<file path="config.mk">
export PLATFORM = sky130hd
export DESIGN_NAME = pipe5_core
export DESIGN_NICKNAME = d
export VERILOG_FILES = /design/src/rtl/pipe5_pkg.sv /design/src/rtl/pipe5_decode.sv /design/src/rtl/pipe5_alu.sv /design/src/rtl/pipe5_regfile.sv /design/src/rtl/pipe5_hazard.sv /design/src/rtl/pipe5_core.sv
export SDC_FILE = /design/constraint.sdc
export NUM_CORES = 2
export LEC_CHECK = 0
export BUFFER_PORTS_ARGS = -buffer_cell sky130_fd_sc_hd__buf_2
export CORE_ASPECT_RATIO = 0.8
export CORE_UTILIZATION = 58
export CTS_BUF_LIST = sky130_fd_sc_hd__clkbuf_4
export DETAILED_ROUTE_END_ITERATION = 7
export PLACE_DENSITY = 0.83
export SLEW_MARGIN = 20
export SYNTH_ARGS = -nofsm -noshare
export SYNTH_HDL_FRONTEND = slang
export SYNTH_HIERARCHICAL = 1
export SYNTH_SLANG_ARGS = --single-unit
</file>
<file path="constraint.sdc">
create_clock -name clk -period 6.8 [get_ports clk]
set_input_delay 1.36 -clock clk [delete_from_list [all_inputs] [get_ports clk]]
set_output_delay 1.36 -clock clk [all_outputs]
set_load 0.02 [all_outputs]
</file>
<file path="src/rtl/pipe5_pkg.sv">
package pipe5_pkg;

  localparam int ILEN   = 32;
  localparam int OPC_W  = 6;
  localparam int RIDX_W = 5;
  localparam int FUNC_W = 6;
  localparam int IMM_W  = 16;
  localparam int JOFF_W = 26;
  localparam int NREGS  = 1 << RIDX_W;

  localparam logic [OPC_W-1:0] OPC_REG  = 6'h00;
  localparam logic [OPC_W-1:0] OPC_JMP  = 6'h02;
  localparam logic [OPC_W-1:0] OPC_BZ   = 6'h04;
  localparam logic [OPC_W-1:0] OPC_BNZ  = 6'h05;
  localparam logic [OPC_W-1:0] OPC_ADDI = 6'h08;
  localparam logic [OPC_W-1:0] OPC_SLTI = 6'h0A;
  localparam logic [OPC_W-1:0] OPC_ANDI = 6'h0C;
  localparam logic [OPC_W-1:0] OPC_ORI  = 6'h0D;
  localparam logic [OPC_W-1:0] OPC_XORI = 6'h0E;
  localparam logic [OPC_W-1:0] OPC_LDW  = 6'h23;
  localparam logic [OPC_W-1:0] OPC_STW  = 6'h2B;

  localparam logic [FUNC_W-1:0] FN_SLL = 6'h04;
  localparam logic [FUNC_W-1:0] FN_SRL = 6'h06;
  localparam logic [FUNC_W-1:0] FN_SRA = 6'h07;
  localparam logic [FUNC_W-1:0] FN_ADD = 6'h20;
  localparam logic [FUNC_W-1:0] FN_SUB = 6'h22;
  localparam logic [FUNC_W-1:0] FN_AND = 6'h24;
  localparam logic [FUNC_W-1:0] FN_OR  = 6'h25;
  localparam logic [FUNC_W-1:0] FN_XOR = 6'h26;
  localparam logic [FUNC_W-1:0] FN_SLT = 6'h2A;

  typedef enum logic [3:0] {
    ALU_ADD, ALU_SUB, ALU_AND, ALU_OR, ALU_XOR,
    ALU_SLT, ALU_SLL, ALU_SRL, ALU_SRA
  } alu_op_e;

  typedef enum logic [1:0] {
    CT_NONE, CT_BZ, CT_BNZ, CT_JMP
  } ctl_xfer_e;

  typedef enum logic [1:0] {
    FW_REG, FW_MEM, FW_WB
  } fwd_sel_e;

  typedef struct packed {
    logic      live;
    alu_op_e   op;
    logic      use_imm;
    logic      reg_we;
    logic      is_load;
    logic      is_store;
    ctl_xfer_e xfer;
    logic      rd_a;
    logic      rd_b;
  } ctrl_t;

endpackage

</file>
<file path="src/rtl/pipe5_decode.sv">
module pipe5_decode
  import pipe5_pkg::*;
#(
  parameter int XLEN = 32
) (
  input  logic              valid,
  input  logic [ILEN-1:0]   instr,
  output ctrl_t             ctrl,
  output logic [RIDX_W-1:0] src_a,
  output logic [RIDX_W-1:0] src_b,
  output logic [RIDX_W-1:0] dest,
  output logic [XLEN-1:0]   imm
);

  logic [OPC_W-1:0]  opc;
  logic [FUNC_W-1:0] fn;
  logic [IMM_W-1:0]  k16;
  logic [JOFF_W-1:0] k26;

  assign opc   = instr[31:26];
  assign fn    = instr[FUNC_W-1:0];
  assign k16   = instr[IMM_W-1:0];
  assign k26   = instr[JOFF_W-1:0];
  assign src_a = instr[25:21];
  assign src_b = instr[20:16];

  always_comb begin
    ctrl      = '0;
    ctrl.op   = ALU_ADD;
    ctrl.xfer = CT_NONE;
    dest      = instr[20:16];
    imm       = XLEN'($signed(k16));
    unique case (opc)
      OPC_REG: begin
        dest      = instr[15:11];
        ctrl.rd_a = 1'b1;
        ctrl.rd_b = 1'b1;
        ctrl.reg_we = 1'b1;
        unique case (fn)
          FN_ADD:  ctrl.op = ALU_ADD;
          FN_SUB:  ctrl.op = ALU_SUB;
          FN_AND:  ctrl.op = ALU_AND;
          FN_OR:   ctrl.op = ALU_OR;
          FN_XOR:  ctrl.op = ALU_XOR;
          FN_SLT:  ctrl.op = ALU_SLT;
          FN_SLL:  ctrl.op = ALU_SLL;
          FN_SRL:  ctrl.op = ALU_SRL;
          FN_SRA:  ctrl.op = ALU_SRA;
          default: ctrl.reg_we = 1'b0;
        endcase
      end
      OPC_ADDI, OPC_SLTI: begin
        ctrl.op      = (opc == OPC_SLTI) ? ALU_SLT : ALU_ADD;
        ctrl.use_imm = 1'b1;
        ctrl.reg_we  = 1'b1;
        ctrl.rd_a    = 1'b1;
      end
      OPC_ANDI, OPC_ORI, OPC_XORI: begin
        ctrl.op      = (opc == OPC_ANDI) ? ALU_AND :
                       (opc == OPC_ORI)  ? ALU_OR  : ALU_XOR;
        imm          = XLEN'(k16);
        ctrl.use_imm = 1'b1;
        ctrl.reg_we  = 1'b1;
        ctrl.rd_a    = 1'b1;
      end
      OPC_LDW: begin
        ctrl.use_imm = 1'b1;
        ctrl.reg_we  = 1'b1;
        ctrl.is_load = 1'b1;
        ctrl.rd_a    = 1'b1;
      end
      OPC_STW: begin
        ctrl.use_imm  = 1'b1;
        ctrl.is_store = 1'b1;
        ctrl.rd_a     = 1'b1;
        ctrl.rd_b     = 1'b1;
      end
      OPC_BZ, OPC_BNZ: begin
        ctrl.xfer = (opc == OPC_BZ) ? CT_BZ : CT_BNZ;
        ctrl.rd_a = 1'b1;
      end
      OPC_JMP: begin
        ctrl.xfer = CT_JMP;
        imm       = XLEN'($signed(k26));
      end
      default: ;
    endcase
    ctrl.live = valid;
    if (!valid) begin
      ctrl.reg_we   = 1'b0;
      ctrl.is_load  = 1'b0;
      ctrl.is_store = 1'b0;
      ctrl.xfer     = CT_NONE;
      ctrl.rd_a     = 1'b0;
      ctrl.rd_b     = 1'b0;
    end
  end

endmodule

</file>
<file path="src/rtl/pipe5_alu.sv">
module pipe5_alu
  import pipe5_pkg::*;
#(
  parameter int XLEN = 32
) (
  input  alu_op_e         op,
  input  logic [XLEN-1:0] a,
  input  logic [XLEN-1:0] b,
  output logic [XLEN-1:0] y
);

  localparam int SH_W = $clog2(XLEN);

  logic [SH_W-1:0] sh;
  assign sh = b[SH_W-1:0];

  always_comb begin
    unique case (op)
      ALU_ADD: y = a + b;
      ALU_SUB: y = a - b;
      ALU_AND: y = a & b;
      ALU_OR:  y = a | b;
      ALU_XOR: y = a ^ b;
      ALU_SLT: y = XLEN'($signed(a) < $signed(b));
      ALU_SLL: y = a << sh;
      ALU_SRL: y = a >> sh;
      ALU_SRA: y = $unsigned($signed(a) >>> sh);
      default: y = '0;
    endcase
  end

endmodule

</file>
<file path="src/rtl/pipe5_regfile.sv">
module pipe5_regfile #(
  parameter int XLEN  = 32,
  parameter int DEPTH = 32,
  parameter int NRD   = 2,
  localparam int AW   = $clog2(DEPTH)
) (
  input  logic                      clk,
  input  logic                      we,
  input  logic [AW-1:0]             waddr,
  input  logic [XLEN-1:0]           wdata,
  input  logic [NRD-1:0][AW-1:0]    raddr,
  output logic [NRD-1:0][XLEN-1:0]  rdata
);

  logic [XLEN-1:0] mem [DEPTH];

  always_ff @(posedge clk) begin
    if (we && waddr != '0) mem[waddr] <= wdata;
  end

  for (genvar p = 0; p < NRD; p++) begin : g_rd
    always_comb begin
      if (raddr[p] == '0)
        rdata[p] = '0;
      else if (we && waddr == raddr[p])
        rdata[p] = wdata;
      else
        rdata[p] = mem[raddr[p]];
    end
  end

endmodule

</file>
<file path="src/rtl/pipe5_hazard.sv">
module pipe5_hazard
  import pipe5_pkg::*;
(
  input  logic              id_rd_a,
  input  logic              id_rd_b,
  input  logic [RIDX_W-1:0] id_src_a,
  input  logic [RIDX_W-1:0] id_src_b,
  input  logic              ex_load,
  input  logic [RIDX_W-1:0] ex_dest,
  input  logic [RIDX_W-1:0] ex_src_a,
  input  logic [RIDX_W-1:0] ex_src_b,
  input  logic              mem_fwd_ok,
  input  logic [RIDX_W-1:0] mem_dest,
  input  logic              wb_we,
  input  logic [RIDX_W-1:0] wb_dest,
  output logic              stall,
  output fwd_sel_e          fwd_a,
  output fwd_sel_e          fwd_b
);

  function automatic fwd_sel_e pick(input logic [RIDX_W-1:0] src,
                                    input logic m_ok, input logic [RIDX_W-1:0] m_d,
                                    input logic w_ok, input logic [RIDX_W-1:0] w_d);
    if (src == '0)                 return FW_REG;
    else if (m_ok && m_d == src)   return FW_MEM;
    else if (w_ok && w_d == src)   return FW_WB;
    else                           return FW_REG;
  endfunction

  logic ld_live;
  assign ld_live = ex_load && ex_dest != '0;

  assign stall = ld_live &&
                 ((id_rd_a && id_src_a == ex_dest) ||
                  (id_rd_b && id_src_b == ex_dest));

  assign fwd_a = pick(ex_src_a, mem_fwd_ok, mem_dest, wb_we, wb_dest);
  assign fwd_b = pick(ex_src_b, mem_fwd_ok, mem_dest, wb_we, wb_dest);

endmodule

</file>
<file path="src/rtl/pipe5_core.sv">
module pipe5_core
  import pipe5_pkg::*;
#(
  parameter int              XLEN     = 32,
  parameter logic [XLEN-1:0] RESET_PC = '0
) (
  input  logic            clk,
  input  logic            rst,
  output logic [XLEN-1:0] imem_addr,
  input  logic [ILEN-1:0] imem_rdata,
  output logic [XLEN-1:0] dmem_addr,
  output logic [XLEN-1:0] dmem_wdata,
  output logic            dmem_we,
  input  logic [XLEN-1:0] dmem_rdata
);

  localparam logic [XLEN-1:0] STEP = XLEN'(ILEN / 8);

  // fetch
  logic [XLEN-1:0] pc;
  logic            stall;
  logic            redirect;

  // fetch -> decode
  logic [ILEN-1:0] ifid_ir;
  logic [XLEN-1:0] ifid_npc;
  logic            ifid_valid;

  // decode
  ctrl_t             id_ctrl;
  logic [RIDX_W-1:0] id_src_a, id_src_b, id_dest;
  logic [XLEN-1:0]   id_imm;
  logic [1:0][RIDX_W-1:0] rf_raddr;
  logic [1:0][XLEN-1:0]   rf_rdata;

  // decode -> execute
  ctrl_t             idex_ctrl;
  logic [XLEN-1:0]   idex_a, idex_b, idex_imm, idex_npc;
  logic [RIDX_W-1:0] idex_src_a, idex_src_b, idex_dest;

  // execute
  fwd_sel_e        fwd_a, fwd_b;
  logic [XLEN-1:0] ex_a, ex_b, ex_alu_b, ex_y, ex_target;
  logic            ex_taken;

  // execute -> memory
  ctrl_t             exmem_ctrl;
  logic [XLEN-1:0]   exmem_y, exmem_sdata, exmem_target;
  logic              exmem_taken;
  logic [RIDX_W-1:0] exmem_dest;

  // memory -> writeback
  logic              memwb_we, memwb_load;
  logic [XLEN-1:0]   memwb_y, memwb_lmd;
  logic [RIDX_W-1:0] memwb_dest;
  logic [XLEN-1:0]   wb_data;

  assign redirect = exmem_ctrl.live && exmem_taken;

  // ---------------- fetch ----------------
  always_ff @(posedge clk) begin
    if (rst)           pc <= RESET_PC;
    else if (redirect) pc <= exmem_target;
    else if (!stall)   pc <= pc + STEP;
  end
  assign imem_addr = pc;

  always_ff @(posedge clk) begin
    if (rst || redirect) begin
      ifid_ir    <= '0;
      ifid_npc   <= '0;
      ifid_valid <= 1'b0;
    end else if (!stall) begin
      ifid_ir    <= imem_rdata;
      ifid_npc   <= pc + STEP;
      ifid_valid <= 1'b1;
    end
  end

  // ---------------- decode ----------------
  pipe5_decode #(.XLEN(XLEN)) u_dec (
    .valid (ifid_valid),
    .instr (ifid_ir),
    .ctrl  (id_ctrl),
    .src_a (id_src_a),
    .src_b (id_src_b),
    .dest  (id_dest),
    .imm   (id_imm)
  );

  assign rf_raddr[0] = id_src_a;
  assign rf_raddr[1] = id_src_b;

  pipe5_regfile #(.XLEN(XLEN), .DEPTH(NREGS), .NRD(2)) u_rf (
    .clk   (clk),
    .we    (memwb_we),
    .waddr (memwb_dest),
    .wdata (wb_data),
    .raddr (rf_raddr),
    .rdata (rf_rdata)
  );

  always_ff @(posedge clk) begin
    if (rst || redirect || stall) begin
      idex_ctrl  <= '0;
      idex_a     <= '0;
      idex_b     <= '0;
      idex_imm   <= '0;
      idex_npc   <= '0;
      idex_src_a <= '0;
      idex_src_b <= '0;
      idex_dest  <= '0;
    end else begin
      idex_ctrl  <= id_ctrl;
      idex_a     <= rf_rdata[0];
      idex_b     <= rf_rdata[1];
      idex_imm   <= id_imm;
      idex_npc   <= ifid_npc;
      idex_src_a <= id_src_a;
      idex_src_b <= id_src_b;
      idex_dest  <= id_dest;
    end
  end

  // ---------------- hazards ----------------
  pipe5_hazard u_haz (
    .id_rd_a    (id_ctrl.rd_a),
    .id_rd_b    (id_ctrl.rd_b),
    .id_src_a   (id_src_a),
    .id_src_b   (id_src_b),
    .ex_load    (idex_ctrl.is_load),
    .ex_dest    (idex_dest),
    .ex_src_a   (idex_src_a),
    .ex_src_b   (idex_src_b),
    .mem_fwd_ok (exmem_ctrl.reg_we && !exmem_ctrl.is_load),
    .mem_dest   (exmem_dest),
    .wb_we      (memwb_we),
    .wb_dest    (memwb_dest),
    .stall      (stall),
    .fwd_a      (fwd_a),
    .fwd_b      (fwd_b)
  );

  // ---------------- execute ----------------
  always_comb begin
    unique case (fwd_a)
      FW_MEM:  ex_a = exmem_y;
      FW_WB:   ex_a = wb_data;
      default: ex_a = idex_a;
    endcase
    unique case (fwd_b)
      FW_MEM:  ex_b = exmem_y;
      FW_WB:   ex_b = wb_data;
      default: ex_b = idex_b;
    endcase
  end

  assign ex_alu_b  = idex_ctrl.use_imm ? idex_imm : ex_b;
  assign ex_target = idex_npc + idex_imm;

  always_comb begin
    unique case (idex_ctrl.xfer)
      CT_BZ:   ex_taken = (ex_a == '0);
      CT_BNZ:  ex_taken = (ex_a != '0);
      CT_JMP:  ex_taken = 1'b1;
      default: ex_taken = 1'b0;
    endcase
  end

  pipe5_alu #(.XLEN(XLEN)) u_alu (
    .op (idex_ctrl.op),
    .a  (ex_a),
    .b  (ex_alu_b),
    .y  (ex_y)
  );

  always_ff @(posedge clk) begin
    if (rst || redirect) begin
      exmem_ctrl   <= '0;
      exmem_y      <= '0;
      exmem_sdata  <= '0;
      exmem_target <= '0;
      exmem_taken  <= 1'b0;
      exmem_dest   <= '0;
    end else begin
      exmem_ctrl   <= idex_ctrl;
      exmem_y      <= ex_y;
      exmem_sdata  <= ex_b;
      exmem_target <= ex_target;
      exmem_taken  <= ex_taken;
      exmem_dest   <= idex_dest;
    end
  end

  // ---------------- memory ----------------
  assign dmem_addr  = exmem_y;
  assign dmem_wdata = exmem_sdata;
  assign dmem_we    = exmem_ctrl.is_store;

  always_ff @(posedge clk) begin
    if (rst) begin
      memwb_we   <= 1'b0;
      memwb_load <= 1'b0;
      memwb_y    <= '0;
      memwb_lmd  <= '0;
      memwb_dest <= '0;
    end else begin
      memwb_we   <= exmem_ctrl.reg_we;
      memwb_load <= exmem_ctrl.is_load;
      memwb_y    <= exmem_y;
      memwb_lmd  <= dmem_rdata;
      memwb_dest <= exmem_dest;
    end
  end

  // ---------------- writeback ----------------
  assign wb_data = memwb_load ? memwb_lmd : memwb_y;

endmodule

</file>
**Yosys cells after proc, flatten, opt, wreduce, memory -nomap -nowiden**

Memories as Yosys holds them, arrays and structs flattened. A register that Yosys moved wholly into a read port is not among the register bits.
Index checks and enable logic that the tools add are counted.

- Latch bits: 0
- Logic and storage cells: 153
- Memories: 1
- Output and inout bits: 97
- Bits in read-only memories: 0
- RAM bits: 1024
- Flip-flop bits (word level): 364

- Add/subtract/negate cells: 4
- Div/mod/pow operators: 0
- Shift operators: 3
- Multipliers: 0
- Reduce and logical (&&, ||, !) cells: 36
- Order comparisons: 1
- Equality and inequality tests: 41
- Mux-type cells: 33
- Bitwise logic cells: 4

Memories:

| name | depth | bits a word | read ports | clocked after memory_dff | write ports | line | source |
|---|---|---|---|---|---|---|---|
| u_rf.mem | 32 | 32 | 2 | 2 | 1 | pipe5_regfile.sv:15 | `logic [XLEN-1:0] mem [DEPTH];` |

Operators by type and width:

| operator | number |
|---|---|
| case mux 32 bit (9 select lines) | 1 |
| case mux 32 bit (2 select lines) | 3 |
| two-way mux 32 bit | 4 |
| adder 32 bit | 2 |
| equality test 6 bit, second input constant | 8 |
| adder 32 x 3 -> 32 bit, second input constant | 1 |
| bitwise AND 32 bit | 1 |
| zero test 32 bit | 1 |
| less-than comparator 32 bit | 1 |
| bitwise OR 32 bit | 1 |
| case mux 4 bit (8 select lines) | 1 |
| nonzero test 32 bit | 1 |
| << shifter 32 x 5 -> 32 bit | 1 |
| >> shifter 32 x 5 -> 32 bit | 1 |
| >>> shifter 32 x 5 -> 32 bit | 1 |
| subtractor 32 bit | 1 |
| bitwise XOR 32 bit | 1 |
| equality test 5 bit | 6 |
| equality test 6 x 3 -> 1 bit, second input constant | 5 |
| equality test 6 x 4 -> 1 bit, second input constant | 5 |
| zero test 5 bit | 4 |
| equality test 4 x 3 -> 1 bit, second input constant | 4 |
| two-way mux 2 bit | 8 |
| case mux 4 bit (3 select lines) | 1 |
| other kinds (27) | 59 |

**Depth between registers and ports, before layout**

- Word-level depth: 10
- Gate-level depth with buffers: 29
- Gate-level depth less buffers: 22

**By module**

The synthesis kept the hierarchy.

Modules (own cells, without submodules):

| module | cells an instance | times used | area an instance (µm²) |
|---|---|---|---|
| pipe5_regfile | 2520 | 1 | 47869.7 |
| pipe5_core | 1723 | 1 | 16306.9 |
| pipe5_alu | 1303 | 1 | 8795.9 |
| pipe5_decode | 118 | 1 | 808.3 |
| pipe5_hazard | 54 | 1 | 400.4 |

**Worst setup path after synthesis**

OpenSTA, ideal clock, no wires.

- Kind: register -> register
- From: register exmem_dest[2]
- To: register exmem_y[28] (netlist: dmem_addr[28])
- Arrival: 5.473 ns
- Data required time: 6.685 ns
- Setup time: 0.115 ns
- Path slack: 1.212 ns
- Cell stages (with the launch flop): 29
- Cells stage by stage: dfxtp_1 > xor2_1 > nor4_1 > and3_1 > o21a_1 > inv_1 > ha_1 > clkbuf_1 > clkbuf_1 > a21oi_1 > o21ai_0 > buf_6 > buf_6 > inv_1 > buf_2 > buf_2 > buf_2 > ha_1 > buf_6 > o21ba_1 > o41ai_1 > or3b_4 > a31oi_4 > a21oi_4 > a311oi_2 > or2_1 > and3_1 > a211o_1 > and2_1

- Cells in the longest elaborated chain, start to end: 9
- Elaborated cells on any way between the ends: 24

Ends and longest elaborated chain:

| item | line | source |
|---|---|---|
| start: declaration | pipe5_core.sv:50 | `logic [RIDX_W-1:0] exmem_dest;` |
| start signal: assignment | pipe5_core.sv:191 | `exmem_dest <= idex_dest;` |
| equality test 5 bit * | pipe5_hazard.sv:25 | `else if (m_ok && m_d == src) return FW_MEM;` |
| logical AND 1 bit * | pipe5_hazard.sv:25 |  |
| two-way mux 2 bit * | pipe5_hazard.sv:25 |  |
| two-way mux 2 bit * | pipe5_hazard.sv:24 | `if (src == '0) return FW_REG;` |
| via fwd_b[0] | pipe5_core.sv:42 | `fwd_sel_e fwd_a, fwd_b;` |
| equality test 2 bit / equality test 2 x 1 -> 1 bit (equally long branches) | pipe5_core.sv:151 | `unique case (fwd_b)` |
| case mux 32 bit (2 select lines) * | pipe5_core.sv:151 |  |
| two-way mux 32 bit * | pipe5_core.sv:158 | `assign ex_alu_b = idex_ctrl.use_imm ? idex_imm : ex_b;` |
| via ex_alu_b[2] | pipe5_core.sv:43 | `logic [XLEN-1:0] ex_a, ex_b, ex_alu_b, ex_y, ex_target;` |
| subtractor 32 bit (tied with other cells) | pipe5_alu.sv:20 | `ALU_SUB: y = a - b;` |
| case mux 32 bit (9 select lines) * | pipe5_alu.sv:18 | `unique case (op)` |
| via ex_y[28] | pipe5_core.sv:43 |  |
| end signal: assignment | pipe5_core.sv:187 | `exmem_y <= ex_y;` |
| end: declaration | pipe5_core.sv:48 | `logic [XLEN-1:0] exmem_y, exmem_sdata, exmem_target;` |

The timed path passes the listed nets; every way through them passes the cells marked *.
A chain may end at the register's enable or synchronous reset.

**Worst setup path in the final report**

- From: register memwb_dest[3]
- To: register exmem_y[27] (netlist: dmem_addr[27])

- Cells in the longest elaborated chain, start to end: 10
- Elaborated cells on any way between the ends: 26

Ends and longest elaborated chain:

| item | line | source |
|---|---|---|
| start: declaration | pipe5_core.sv:55 | `logic [RIDX_W-1:0] memwb_dest;` |
| start signal: assignment | pipe5_core.sv:212 | `memwb_dest <= exmem_dest;` |
| equality test 5 bit * | pipe5_hazard.sv:26 | `else if (w_ok && w_d == src) return FW_WB;` |
| logical AND 1 bit * | pipe5_hazard.sv:26 |  |
| two-way mux 2 bit * | pipe5_hazard.sv:26 |  |
| two-way mux 2 bit * | pipe5_hazard.sv:25 |  |
| two-way mux 2 bit * | pipe5_hazard.sv:24 |  |
| via fwd_b[1] | pipe5_core.sv:42 |  |
| equality test 2 bit / equality test 2 x 1 -> 1 bit (equally long branches) | pipe5_core.sv:151 |  |
| case mux 32 bit (2 select lines) * | pipe5_core.sv:151 |  |
| two-way mux 32 bit * | pipe5_core.sv:158 |  |
| via ex_alu_b[9] | pipe5_core.sv:43 |  |
| subtractor 32 bit / adder 32 bit (equally long branches) | pipe5_alu.sv:20, pipe5_alu.sv:19 |  |
| case mux 32 bit (9 select lines) * | pipe5_alu.sv:18 |  |
| via ex_y[27] | pipe5_core.sv:43 |  |

Marks and branches as above.

==> flow_summary.yaml <==
run_status:
  status: "finished with violations"
  failed_checks: "design-rule violations"
synthesis:
  synthTopCellsByArea: "edfxtp_1, mux4_2, dfxtp_1"
  syn_area_um2: 74180
  synth_top_area_cell: "edfxtp_1"
  synthFlopType: "edfxtp_1"
  synth_cells: 5718
  synth.avg_cell_area_um2: 12.97
  synth-edff-count: 1024
  synth_top_area_share_pct: 41.45
  yosysSeqAreaShare_pct: 53.00
  ys_types: 116
  async_flop_share_pct: 0
  ys_ff_latch: 1452
  yosysWarnings: 6
cts:
  cts.sinks: 1452
  cts_tree: "built"
  clkTransAtPathRegs_ns: 0.07
  cts_resized: 0
  postCtsSetupRepairBufs: 0
  clock_latency_ns: 1.35
  cts_buffers: 359
  clockBufferDepth: 4
  root_buffer: "clkbuf_4"
  ctsHtreeMaxLevel: 5
  hold_buffers: 0
final_layout:
  nNetsFinal: 6215
  final_core_util_pct: 64.64
  area_delta_synth_final_pct: 9.784
  n_fill_cell: 9063
  drive_above_1_share_pct: 24.91
  final_cell_area_um2: 81440
  multiInputGateArea_um2: 32580
  seq_area_um2: 39350
floorplan:
  die_h_um: 321.9
  ios: 163
  start_util_pct: 58.88
  dieArea_um2: 129300
  die_w_um: 401.8
  core_um2: 126000
  num_rows: 116
timing:
  rsz0062_at_grt: "no"
  hold_viol: 0
  slew_headroom_pct: 11.27
  final.setup.worst_slack_ns: 0.4125
  max_freq_ghz: 0.1566
  setup_violations: 0
  finalCritPeriodShare_pct: 93.93
  finalClockSkew_ns: 0.1411
  worst_pin_slew_ns: 1.317
  slew_violations: 0
  fin_tns_setup_ns: 0
  period_minus_slack_ns: 6.387
detailed_routing:
  dr.pass1.iters: 8
  vias: 57360
  post_drt_wl_per_cell_um: 34.37
  first_iter_violations: 10440
  drc: 1
  ant_nets: 0
  viasPerCell: 7.223
  finalWirelength_um: 273000
power_and_ir_drop:
  p_clk_share_pct: 36.0
  finalPower_w: 0.02032
  peakVddDrop_uv: 276.6
  power_frac_comb_pct: 15.1
  p_seq_share_pct: 48.8
  total_switching_power_w: 0.005875
  intPower_w: 0.01444
  swShare_pct: 28.92
  p_leak_nw: 28.33
  p_per_area_nw_per_um2: 249.5
placement:
  portBuffers: 162
  dpl_cell_area_um2: 76910
  place_ws_ns: 0.8135
  dp_hpwl_um: 176600
  place_congestion: 1.070
worst_hold_path:
  hp-class: "in -> reg"
global_routing:
  grt_usage_pct: 41.72
  grt_pass1_wl_um: 385400
  antenna_found_initial: 17
  overflow: 0
  first_global_vias: 55170
  grt_start_max_net_pins: 155
setup_path:
  path_max_fanout: 24
  r2r_slack_ns: 0.41
  crit_type: "reg -> reg"
  arrival_ns: 7.51
  cp-end-kind: "flip-flop"
  startpoint_type: "flip-flop"
  required_ns: 7.92
job:
  cap_violations: 0
## worst paths after layout
path	startpoint	endpoint	cells past startpoint
setup / recovery	memwb_dest[3]$_SDFF_PP0_	dmem_addr[27]$_SDFF_PP0_	22
hold / removal	dmem_rdata[2]	memwb_lmd[2]$_SDFF_PP0_	2
setup reg to reg	memwb_dest[3]$_SDFF_PP0_	dmem_addr[27]$_SDFF_PP0_	22
hold reg to reg	idex_ctrl[12]$_SDFF_PP0_	exmem_ctrl[12]$_SDFF_PP0_	1
## critical path, cell delays in order (launching register included)
cell and delay [ns]:
dfxtp_1 0.60, xor2_1 0.14, nor3_1 0.22, nand3_1 0.14, a211oi_2 0.22, ha_2 0.59, a22oi_1 0.14, nor2_1 0.14
a21oi_1 0.09, o21ai_0 0.62, inv_1 0.14, ha_1 0.51, o21ai_0 0.24, a211oi_1 0.42, o211ai_1 0.27, a21oi_1 0.50
o2111ai_1 0.21, a21oi_1 0.17, buf_4 0.17, o22ai_1 0.08, o21ai_0 0.26, o2111ai_1 0.15, and2_1 0.17
## state kept, by name, indices dropped and copies added, names as in the netlist, 11 cells and up
signal and cells:
memwb_y 32, dmem_addr 32, idex_npc 32, ifid_npc 32, exmem_target 32, idex_imm 32
idex_a 32, imem_addr 32, idex_ctrl 11, ifid_ir 32, memwb_lmd 32, idex_b 32
dmem_wdata 32, u_rf/mem 1024
## cells in the mapped netlist, types with 33 or more instances
cell type and instances:
a211oi_1 54, a21o_1 65, a21oi_1 251, a221oi_1 45
a22o_1 51, a22oi_1 156, and2_1 212, buf_1 33
buf_2 95, buf_4 81, clkbuf_1 222, dfxtp_1 428
edfxtp_1 1024, ha_1 133, inv_1 119, mux2_2 79
mux2i_1 308, mux4_2 437, nand2_1 307, nand3_1 54
nor2_1 429, nor2b_1 107, nor3_1 40, o21ai_0 216
o221ai_1 47, o22ai_1 62, xnor2_1 58, xor2_1 44
## layout make-up
| class | instances | area share, % |
|---|---|---|
| tap | 1652 | 2.538 |
| clock inverter | 102 | 0.6622 |
| inverter | 122 | 0.5623 |
| multi-input combinational | 3713 | 40.01 |
| antenna | 12 | 0.03687 |
| timing repair buffer | 365 | 3.048 |
| clock buffer | 524 | 4.830 |
| sequential | 1452 | 48.32 |
## kinds of logic (layout without fill, tap and decap cells)
family          after synthesis  after routing  synth area share [%]
buf+inv                     584           1113                 3.819
xor+xnor                    102            102                 1.204
mux                         830            830                 18.77
flops                      1452           1452                 53.00
simple gates               1338           1338                 8.877
other cells                   1             44              0.005055
fa+ha+maj                   136            136                 2.324
compound gates             1275           1275                 12.00
## power groups by stage
stage | combinational (W) | sequential [W] | clock (W)
after CTS | 0.00293 | 0.00990 | 0.00736
after global placement | 0.00290 | 0.0101 | 0
after detailed placement | 0.00291 | 0.0101 | 0
final | 0.00308 | 0.00992 | 0.00732
after global routing | 0.00317 | 0.00991 | 0.00780
after floorplan | 0.00190 | 0.00997 | 0
## cells in the final DEF (no fill, tap or decap), types with 29 or more instances in the layout
cell type     n
edfxtp_1   1024
clkbuf_4    524
mux4_2      437
dfxtp_1     417
nor2_1      395
mux2i_1     308
nand2_1     307
a21oi_1     249
and2_1      211
o21ai_0     210
buf_4       193
buf_2       161
a22oi_1     156
ha_1        131
inv_1       119
nor2b_1     102
clkinv_1     82
mux2_2       79
a21o_1       65
o22ai_1      62
xnor2_1      58
a211oi_1     54
nand3_1      52
a22o_1       51
o221ai_1     47
a221oi_1     45
xor2_1       44
nor3_1       37
nor2_4       33
conb_1       32
a31oi_1      29
## per-stage QoR
step                hold WS [ns]  instances
finish                    0.2931       7942
global route              0.2391       7938
CTS                       0.1287       7929
detailed placement        0.4163       7303
global placement          0.4107       7303
floorplan                 0.4014       5749
## metal layers
layer | wire length, um | vias to the layer above | global-route usage, %
met4 | 17560 | 8 | 23.80
met2 | 113000 | 5481 | 57.94
met1 | 96090 | 27700 | 55.74
met5 | 48 | - | 0
li1 | - | 23000 | -
met3 | 46280 | 1170 | 16.40
Power figures use the tool's default switching activity.
